==> src/rtl/sbx_pkg.sv <==
package sbx_pkg;
  localparam logic [1:0] XF_CORE = 2'd0;
  localparam logic [1:0] XF_HAD4 = 2'd1;
  localparam logic [1:0] XF_HAD2 = 2'd2;
  localparam int         XF_LANES = 4;
  localparam int         XF_GROW  = 3;  // bits of growth per 1D pass
endpackage

==> src/rtl/xf_kernel.sv <==
module xf_kernel
  import sbx_pkg::*;
#(
  parameter int IW = 16,
  parameter int OW = IW + XF_GROW
) (
  input  logic [1:0]                   mode,
  input  logic [XF_LANES-1:0][IW-1:0]  x,
  output logic [XF_LANES-1:0][OW-1:0]  y
);
  localparam int EXT = OW - IW;

  logic signed [OW-1:0] xe [XF_LANES];

  for (genvar g = 0; g < XF_LANES; g++) begin : g_ext
    assign xe[g] = {{EXT{x[g][IW-1]}}, x[g]};
  end

  logic signed [OW-1:0] s03, d03, s12, d12, s01, d01;

  always_comb begin
    // butterflies shared by all three kernels
    s03 = xe[0] + xe[3];
    d03 = xe[0] - xe[3];
    s12 = xe[1] + xe[2];
    d12 = xe[1] - xe[2];
    s01 = xe[0] + xe[1];
    d01 = xe[0] - xe[1];
    case (mode)
      XF_HAD4: begin
        y[0] = s03 + s12;
        y[1] = d03 + d12;
        y[2] = s03 - s12;
        y[3] = d03 - d12;
      end
      XF_HAD2: begin
        y[0] = s01;
        y[1] = d01;
        y[2] = '0;
        y[3] = '0;
      end
      default: begin
        y[0] = s03 + s12;
        y[1] = (d03 <<< 1) + d12;
        y[2] = s03 - s12;
        y[3] = d03 - (d12 <<< 1);
      end
    endcase
  end
endmodule

==> src/rtl/xf_tbuf.sv <==
module xf_tbuf
  import sbx_pkg::*;
#(
  parameter int W = 19
) (
  input  logic                        clk,
  input  logic                        wr_en,
  input  logic [1:0]                  wr_idx,
  input  logic [XF_LANES-1:0][W-1:0]  wr_data,
  input  logic [1:0]                  rd_idx,
  output logic [XF_LANES-1:0][W-1:0]  rd_data
);
  logic [W-1:0] mem [XF_LANES][XF_LANES];

  // row-wise write
  always_ff @(posedge clk) begin
    if (wr_en) begin
      for (int c = 0; c < XF_LANES; c++) mem[wr_idx][c] <= wr_data[c];
    end
  end

  // column-wise read gives the transposed row
  always_comb begin
    for (int r = 0; r < XF_LANES; r++) rd_data[r] = mem[r][rd_idx];
  end
endmodule

==> src/rtl/xf_scale.sv <==
module xf_scale
  import sbx_pkg::*;
#(
  parameter int IW = 22,
  parameter int OW = 16
) (
  input  logic [1:0]                   mode,
  input  logic [XF_LANES-1:0][IW-1:0]  x,
  output logic [XF_LANES-1:0][OW-1:0]  y,
  output logic                         fits
);
  localparam logic signed [IW-1:0] ONE = 1;

  logic [XF_LANES-1:0] lane_ok;

  for (genvar g = 0; g < XF_LANES; g++) begin : g_lane
    logic signed [IW-1:0] v, r;
    assign v = x[g];
    assign r = (mode == XF_HAD4) ? ((v + ONE) >>> 1) : v;
    assign y[g] = r[OW-1:0];
    assign lane_ok[g] = (&r[IW-1:OW-1]) | ~(|r[IW-1:OW-1]);
  end

  assign fits = &lane_ok;
endmodule

==> src/rtl/sep_block_xform.sv <==
module sep_block_xform
  import sbx_pkg::*;
#(
  parameter int DW = 16
) (
  input  logic                    clk,
  input  logic                    rst,
  input  logic [1:0]              cfg_mode,
  input  logic                    in_valid,
  output logic                    in_ready,
  input  logic [XF_LANES*DW-1:0]  in_row,
  output logic                    out_valid,
  input  logic                    out_ready,
  output logic [XF_LANES*DW-1:0]  out_row
);
  localparam int MW = DW + XF_GROW;  // after row pass
  localparam int FW = MW + XF_GROW;  // after column pass

  logic       out_phase;
  logic [1:0] cnt;
  logic [1:0] mode_q;
  logic [1:0] act_mode;
  logic [1:0] in_last, out_last;
  logic       in_fire, out_fire;

  logic [XF_LANES-1:0][DW-1:0] row_in;
  logic [XF_LANES-1:0][MW-1:0] row_mid;
  logic [XF_LANES-1:0][MW-1:0] col_mid;
  logic [XF_LANES-1:0][FW-1:0] col_out;
  logic [XF_LANES-1:0][DW-1:0] scaled;
  logic                        fits;

  assign row_in   = in_row;
  assign act_mode = (!out_phase && cnt == 2'd0) ? cfg_mode : mode_q;
  assign in_last  = (act_mode == XF_HAD2) ? 2'd1 : 2'd3;
  assign out_last = (mode_q == XF_HAD2) ? 2'd1 : 2'd3;
  assign in_ready = !out_phase;
  assign in_fire  = in_valid && !out_phase;
  assign out_fire = out_phase && (!out_valid || out_ready);

  xf_kernel #(.IW(DW), .OW(MW)) u_row (
    .mode (act_mode),
    .x    (row_in),
    .y    (row_mid)
  );

  xf_tbuf #(.W(MW)) u_buf (
    .clk     (clk),
    .wr_en   (in_fire),
    .wr_idx  (cnt),
    .wr_data (row_mid),
    .rd_idx  (cnt),
    .rd_data (col_mid)
  );

  xf_kernel #(.IW(MW), .OW(FW)) u_col (
    .mode (mode_q),
    .x    (col_mid),
    .y    (col_out)
  );

  xf_scale #(.IW(FW), .OW(DW)) u_scl (
    .mode (mode_q),
    .x    (col_out),
    .y    (scaled),
    .fits (fits)
  );

  always_ff @(posedge clk) begin
    if (rst) begin
      out_phase <= 1'b0;
      cnt       <= 2'd0;
      mode_q    <= XF_CORE;
      out_valid <= 1'b0;
      out_row   <= '0;
    end else begin
      if (in_fire) begin
        if (cnt == 2'd0) mode_q <= cfg_mode;
        if (cnt == in_last) begin
          out_phase <= 1'b1;
          cnt       <= 2'd0;
        end else begin
          cnt <= cnt + 2'd1;
        end
      end
      if (out_fire) begin
        out_row   <= scaled;
        out_valid <= 1'b1;
        if (cnt == out_last) begin
          out_phase <= 1'b0;
          cnt       <= 2'd0;
        end else begin
          cnt <= cnt + 2'd1;
        end
      end else if (out_ready) begin
        out_valid <= 1'b0;
      end
    end
  end

  // stalled output is held
  assert_out_hold_R7: assert property (@(posedge clk) disable iff (rst)
    out_valid && !out_ready |=> out_valid && $stable(out_row));

  // last input row closes the input side
  assert_in_block_R6: assert property (@(posedge clk) disable iff (rst)
    in_fire && cnt == in_last |=> !in_ready);

  // last result row reopens the input side
  assert_in_release_R6: assert property (@(posedge clk) disable iff (rst)
    out_fire && cnt == out_last |=> in_ready);

  // unused lanes are zero in 2x2 mode
  assert_zero_lanes_R5: assert property (@(posedge clk) disable iff (rst)
    out_fire && mode_q == XF_HAD2 |=> out_row[XF_LANES*DW-1:2*DW] == '0);

  // mode cannot move inside a block
  assert_mode_latched_R8: assert property (@(posedge clk) disable iff (rst)
    (cnt != 2'd0 || out_phase) |=> $stable(mode_q));

  // results fit the output width for bounded residuals
  assert_no_overflow_R9: assert property (@(posedge clk) disable iff (rst)
    out_fire |-> fits);
endmodule

==> config.mk <==
export PLATFORM = sky130hd
export DESIGN_NAME = sep_block_xform
export DESIGN_NICKNAME = d
export VERILOG_FILES = /design/src/rtl/sbx_pkg.sv /design/src/rtl/xf_kernel.sv /design/src/rtl/xf_tbuf.sv /design/src/rtl/xf_scale.sv /design/src/rtl/sep_block_xform.sv
export SDC_FILE = /design/constraint.sdc
export NUM_CORES = 1
export LEC_CHECK = 0
export CORE_MARGIN = 2
export CORE_UTILIZATION = 45
export CTS_CLUSTER_DIAMETER = 150
export CTS_CLUSTER_SIZE = 28
export DETAILED_ROUTE_END_ITERATION = 8
export DONT_BUFFER_PORTS = 1
export GPL_TIMING_DRIVEN = 0
export PLACE_DENSITY_LB_ADDON = 0.3
export SYNTH_ARGS = -nofsm -noshare
export SYNTH_HDL_FRONTEND = slang
export SYNTH_SLANG_ARGS = --single-unit
==> constraint.sdc <==
create_clock -name clk -period 6.5 [get_ports clk]
set_clock_uncertainty 0.05 [all_clocks]
set_input_delay 1.3 -clock clk [delete_from_list [all_inputs] [get_ports clk]]
set_output_delay 1.3 -clock clk [all_outputs]
set_load 0.01 [all_outputs]
==> impl_metrics.toml, run 1 <==
[logic_synthesis]
ys_ff_latch = 342
synth_cell_type_count = 105
syn-cell-area_um2 = 32400
yosysSeqAreaShare = 0.295
yosysWarnings = 0
post_synth.cell_area_avg_um2 = 9.16
synth_edf_count = 272
netlist_instances = 3541
async_flop_share = 0
synth_ff_type = "edfxtp_1"
syn_nets = 4021

[detailed_routing]
top_layer = "met4"
wl_met3_mm = 4.96
vias_per_cell = 5.92
drc = 0
wl_per_cell_um = 21.2
routed_wl_mm = 96.3
vias = 26900
ant_nets = 0
wl_met1_mm = 41.0
dr.pass1.iters = 5
drt-initial-drc-count = 1972
met2_length_mm = 46.2

[clock_tree]
clock_latency_ns = 0.55
postCtsHoldBufs = 0
clock-sinks = 342
cts-root-buf = "clkbuf_16"
cts-buffers-inserted = 16
cts_tree = "built"
h-tree-depth = 1
clockBufferDepth = 3
clkSlewWorstSetupHoldPaths_ns = 0.11

[worst_setup_path]
path_buf_inv = 5
r2r_slack_ns = 0.20
cp_data_arrival_time_ns = 6.71
critical_path_depth = 28
r2r_end = "out_row[15]"
r2r_cells = 28
end_kind = "register"
crit_path_end = "out_row[15]"
worst-endpoint-required_ns = 6.91
path_class = "register to register"
cp_slowest_cell = "mux4_2"
startpoint = "cnt[0]"
crit_fanout = 10
r2r-start = "cnt[0]"
start_kind = "register"
max_stage_delay_ns = 0.62
path_delay_family = "compound AO/OA/AOI/OAI gates"

[final_layout]
drive_gt1_frac = 0.0956
stdcell_area_um2 = 35400
insertedDiodeCount = 0
area_growth_pct = 9.09
nFillCells = 6771
fin_nets = 4067

[status]
status = "completed"

[floorplanning]
ioPinCount = 136
fp.dieH_um = 273
die-width_um = 273
die-area_um2 = 74300
initial_core_util = 0.454
rows = 98
core_area_um2 = 71500

[timing]
setup_viol = 0
holdWs_ns = 0.463
worst_pin_slew_ns = 1.09
relSlewSlack = 0.273
final-hold-violation-count = 0
period_share = 0.969
max_freq_mhz = 159
layout_min_cycle_time_ns = 6.30
slew_viol_final = 0

[placed_design]
placed_cell_area_um2 = 33700
port_buffers = 0
dpl.hpwl_mm = 78.1
gp_congestion = 0.954

[global_route]
grtUsageTotal = 0.252
grt_pass1_wl_mm = 147
first_global_vias = 26200
grt_max_degree = 73
overflow = 0
antenna_found_initial = 0

[run]
maxCapViolations = 0

[hold_path]
hp-class = "register to register"
hp-start = "out_row[25]"
-- what timing repair did --
item,4_1_cts,5_1_grt
pin swaps,11,26
setup buffers,13,20
gates resized for setup,119,122
endpoints found under the setup margin,45,24
-- metal layers --
metal	global-route usage	vias to the layer above
met2	0.442	869
met5	0	-
met1	0.320	12900
met3	0.0206	200
li1	-	13000
met4	0.0992	0
-- registers in the layout, summed over array words and instances (netlist names) --
register   cells
mode_q         2
cnt            2
out_row       64
out_valid      1
out_phase      1
u_buf.mem    272
-- how the worst min path moves through the flow --
stage | cells after the start | to | slack (ns)
2_1_floorplan | 2 | out_row[18] | 0.43
3_3_place_gp | 2 | out_row[25] | 0.45
3_5_place_dp | 2 | out_row[8] | 0.45
4_1_cts | 2 | out_row[8] | 0.47
5_1_grt | 2 | out_row[8] | 0.49
6_report | 2 | out_row[25] | 0.46
-- cells in the final DEF, fill, tap and decap left out, types with 21 or more instances in the layout --
cell type  synthesis  layout
o21ai_0          144     138
or3_1             25      24
xnor2_1          229     215
mux2i_1           23      23
ha_1             386     377
buf_4              4      41
fa_1              24      23
nand3_1           51      51
a31oi_1           32      30
nand2_1          153     153
inv_1            336     335
o21a_1            42      42
nor2_1           288     283
a21oi_2            3      21
edfxtp_1         272     272
mux4_2            68      68
nor2b_1           40      40
dfxtp_1           70      69
nand2b_1          52      51
nor3_1            93      85
a21o_1            58      58
a211oi_1          67      58
and3_1            25      25
o22ai_1           44      38
a21oi_1          296     277
o21bai_1          64      63
clkbuf_1         124     114
xor2_1            84      78
-- layout make-up --
class                      count  area (um^2)  share of cell area
sequential                   342         9570               0.270
buffer                       154          773              0.0218
clock buffer                  26          459              0.0130
clock inverter                 2         50.0             0.00141
timing repair buffer          35          303             0.00855
tap                          950         1190              0.0336
inverter                     340         1280              0.0361
multi-input combinational   2698        21800               0.615
-- Yosys cell counts, drive strengths merged (84+ instances only) --
| master | number | area share |
|---|---|---|
| nand2 | 154 | 0.018 |
| edfxtp | 272 | 0.25 |
| a21oi | 300 | 0.047 |
| xnor2 | 229 | 0.062 |
| o21ai | 155 | 0.024 |
| xor2 | 84 | 0.023 |
| nor2 | 288 | 0.033 |
| nor3 | 95 | 0.015 |
| inv | 339 | 0.039 |
| ha | 386 | 0.15 |
| clkbuf | 124 | 0.014 |
-- per-stage QoR --
stage                     setup WS (ns)  utilization  TNS, ns  instances
after global placement            -2.11        0.471   -48.92       4491
final                             0.201        0.495        0       4547
after CTS                       -0.0442        0.485  -0.0442       4531
after global routing            -0.0288        0.495  -0.0462       4547
after detailed placement          -2.16        0.471   -51.04       4493
after floorplan                  0.0646            -        0       3541
-- logic make-up (layout without fill, tap and decap cells) --
| family | count (synthesis) | in the layout | synth area share |
|---|---|---|---|
| muxes | 95 | 95 | 0.0557 |
| xor gates and xnor gates | 315 | 315 | 0.0859 |
| DFF | 342 | 342 | 0.295 |
| adders and majority gates | 410 | 410 | 0.164 |
| and+or+nand+nor | 851 | 851 | 0.129 |
| buffers and inverters | 501 | 557 | 0.0593 |
| AOI/OAI and AO/OA | 1027 | 1027 | 0.212 |
-- worst min-delay path: stages (launching register included) --
cell,delay [ns]
dfxtp_1,0.36
nand2_1,0.07
a21oi_1,0.05
Power of run 1 is left out: the tool's default activity adds up to more than one toggle a clock period on the data nets, which glitch-free logic cannot reach.
==> inputs of run 2 (changes only) <==
Settings changed: SYNTH_HIERARCHICAL set to 1.
==> impl_metrics.toml, run 2 <==
[floorplanning]
fp.dieH_um = 276
ioPinCount = 136
die-width_um = 276
core_area_um2 = 73100
rows = 99
initial_core_util = 0.455
die-area_um2 = 76100

[worst_setup_path]
max_stage_delay_ns = 0.59
r2r_slack_ns = 0.17
end_kind = "register"
r2r-start = "cnt[0]"
r2r_cells = 30
start_kind = "register"
crit_fanout = 9
worst-endpoint-required_ns = 6.87
cp_slowest_cell = "mux4_2"
path_class = "register to register"
cp_data_arrival_time_ns = 6.70
r2r_end = "out_row[31]"

[clock_tree]
cts-root-buf = "clkbuf_16"
clkSlewWorstSetupHoldPaths_ns = 0.11
cts-buffers-inserted = 16
clock_latency_ns = 0.54
clock-sinks = 342
postCtsHoldBufs = 0
clockBufferDepth = 3
h-tree-depth = 1
cts_tree = "built"

[timing]
holdWs_ns = 0.454
max_freq_mhz = 158
worst_pin_slew_ns = 1.14
final-hold-violation-count = 0
setup_viol = 0
layout_min_cycle_time_ns = 6.33
period_share = 0.974
slew_viol_final = 0
relSlewSlack = 0.229

[global_route]
antenna_found_initial = 0
first_global_vias = 26800
grt_max_degree = 65
grt_pass1_wl_mm = 147
overflow = 0
grtUsageTotal = 0.248

[final_layout]
stdcell_area_um2 = 36100
drive_gt1_frac = 0.0916
regMostFlops = "u_buf/mem"
mostFrequentLayoutCells = "ha_1, a21oi_1, inv_1"
insertedDiodeCount = 0
final_common_cell = "ha_1"
reg.largest.list = "u_buf/mem x272, out_row x64"
largest_reg_flops = 272
multiInputGateArea_um2 = 22200
fin_nets = 4287
seq_area_um2 = 9580
final_util = 0.494
nFillCells = 6989
area_growth_pct = 8.55

[placed_design]
gp_congestion = 0.972
placed_cell_area_um2 = 34700
port_buffers = 0
dpl.hpwl_mm = 79.7

[logic_synthesis]
yosysWarnings = 6
syn-cell-area_um2 = 33300
post_synth.cell_area_avg_um2 = 8.87
syn_nets = 4234
netlist_instances = 3750

[detailed_routing]
vias_per_cell = 5.82
routed_wl_mm = 97.7
wl_per_cell_um = 20.5
drc = 6
vias = 27800
ant_nets = 0
drt-initial-drc-count = 1933
dr.pass1.iters = 7

[hold_path]
hp-start = "out_row[20]"
min_to = "out_row[20]"
holdPathStages = 2
hp-class = "register to register"

[run]
maxCapViolations = 0

[status]
violations = "design-rule violations"
status = "complete, but fails checks"
run 2: cell count changes in the layout (fill, tap and decap cells not counted), moves of 10 or more:
cell and delta:
a21oi_2 -11, and3_1 -10, nand2_1 +165, buf_1 +11, a221oi_1 +11, nand2b_1 +16
a21oi_1 +70, a211oi_1 -35, o211ai_1 +11, nor2_1 -24, o31a_1 +12, a211o_1 -16
run 2: final cells by class:
type	count	share of cell area
inverter	345	0.0359
multi-input combinational	2872	0.614
clock inverter	2	0.000693
buffer	181	0.0254
sequential	342	0.265
timing repair buffer	45	0.0128
clock buffer	22	0.0123
tap	959	0.0332
run 2: through the flow:
stage | worst slack [ns] | TNS (ns) | std cells
2_1_floorplan | 0.505 | 0 | 3750
3_3_place_gp | -1.39 | -16.50 | 4709
3_5_place_dp | -1.49 | -19.09 | 4717
4_1_cts | 0.00121 | 0 | 4746
5_1_grt | -0.0442 | -0.115 | 4768
6_report | 0.171 | 0 | 4768
run 2: repair_timing:
action	4_1_cts	5_1_grt
pin swaps	2	29
endpoints found under the setup margin	30	25
setup buffers	7	30
resized for setup	71	95
run 2: worst max-delay path, delay by kind of cell, from the launching register on:
kind,cells,cell delay [ns]
compound gates,16,2.61
xor+xnor,2,0.50
fa+ha+maj,3,0.99
buf+inv,4,0.51
flops,1,0.48
mux,1,0.59
simple gates,4,0.44
run 2: worst max path at each step:
| stage | start | end | cells after the start |
|---|---|---|---|
| 6_report | cnt[0] | out_row[31] | 30 |
| 5_1_grt | cnt[0] | out_row[31] | 30 |
| 4_1_cts | cnt[0] | out_row[47] | 30 |
| 3_5_place_dp | cnt[1] | out_row[31] | 26 |
| 3_3_place_gp | cnt[1] | out_row[31] | 26 |
| 2_1_floorplan | cnt[0] | out_row[63] | 27 |
run 2: routing by layer:
layer	up-vias	track usage	wire length, um
met5	-	0	0
met4	0	0.115	4790
met3	161	0.0171	4270
met2	728	0.450	48500
met1	13400	0.300	40100
li1	13500	-	-
Power of run 2 is left out for the same reason.
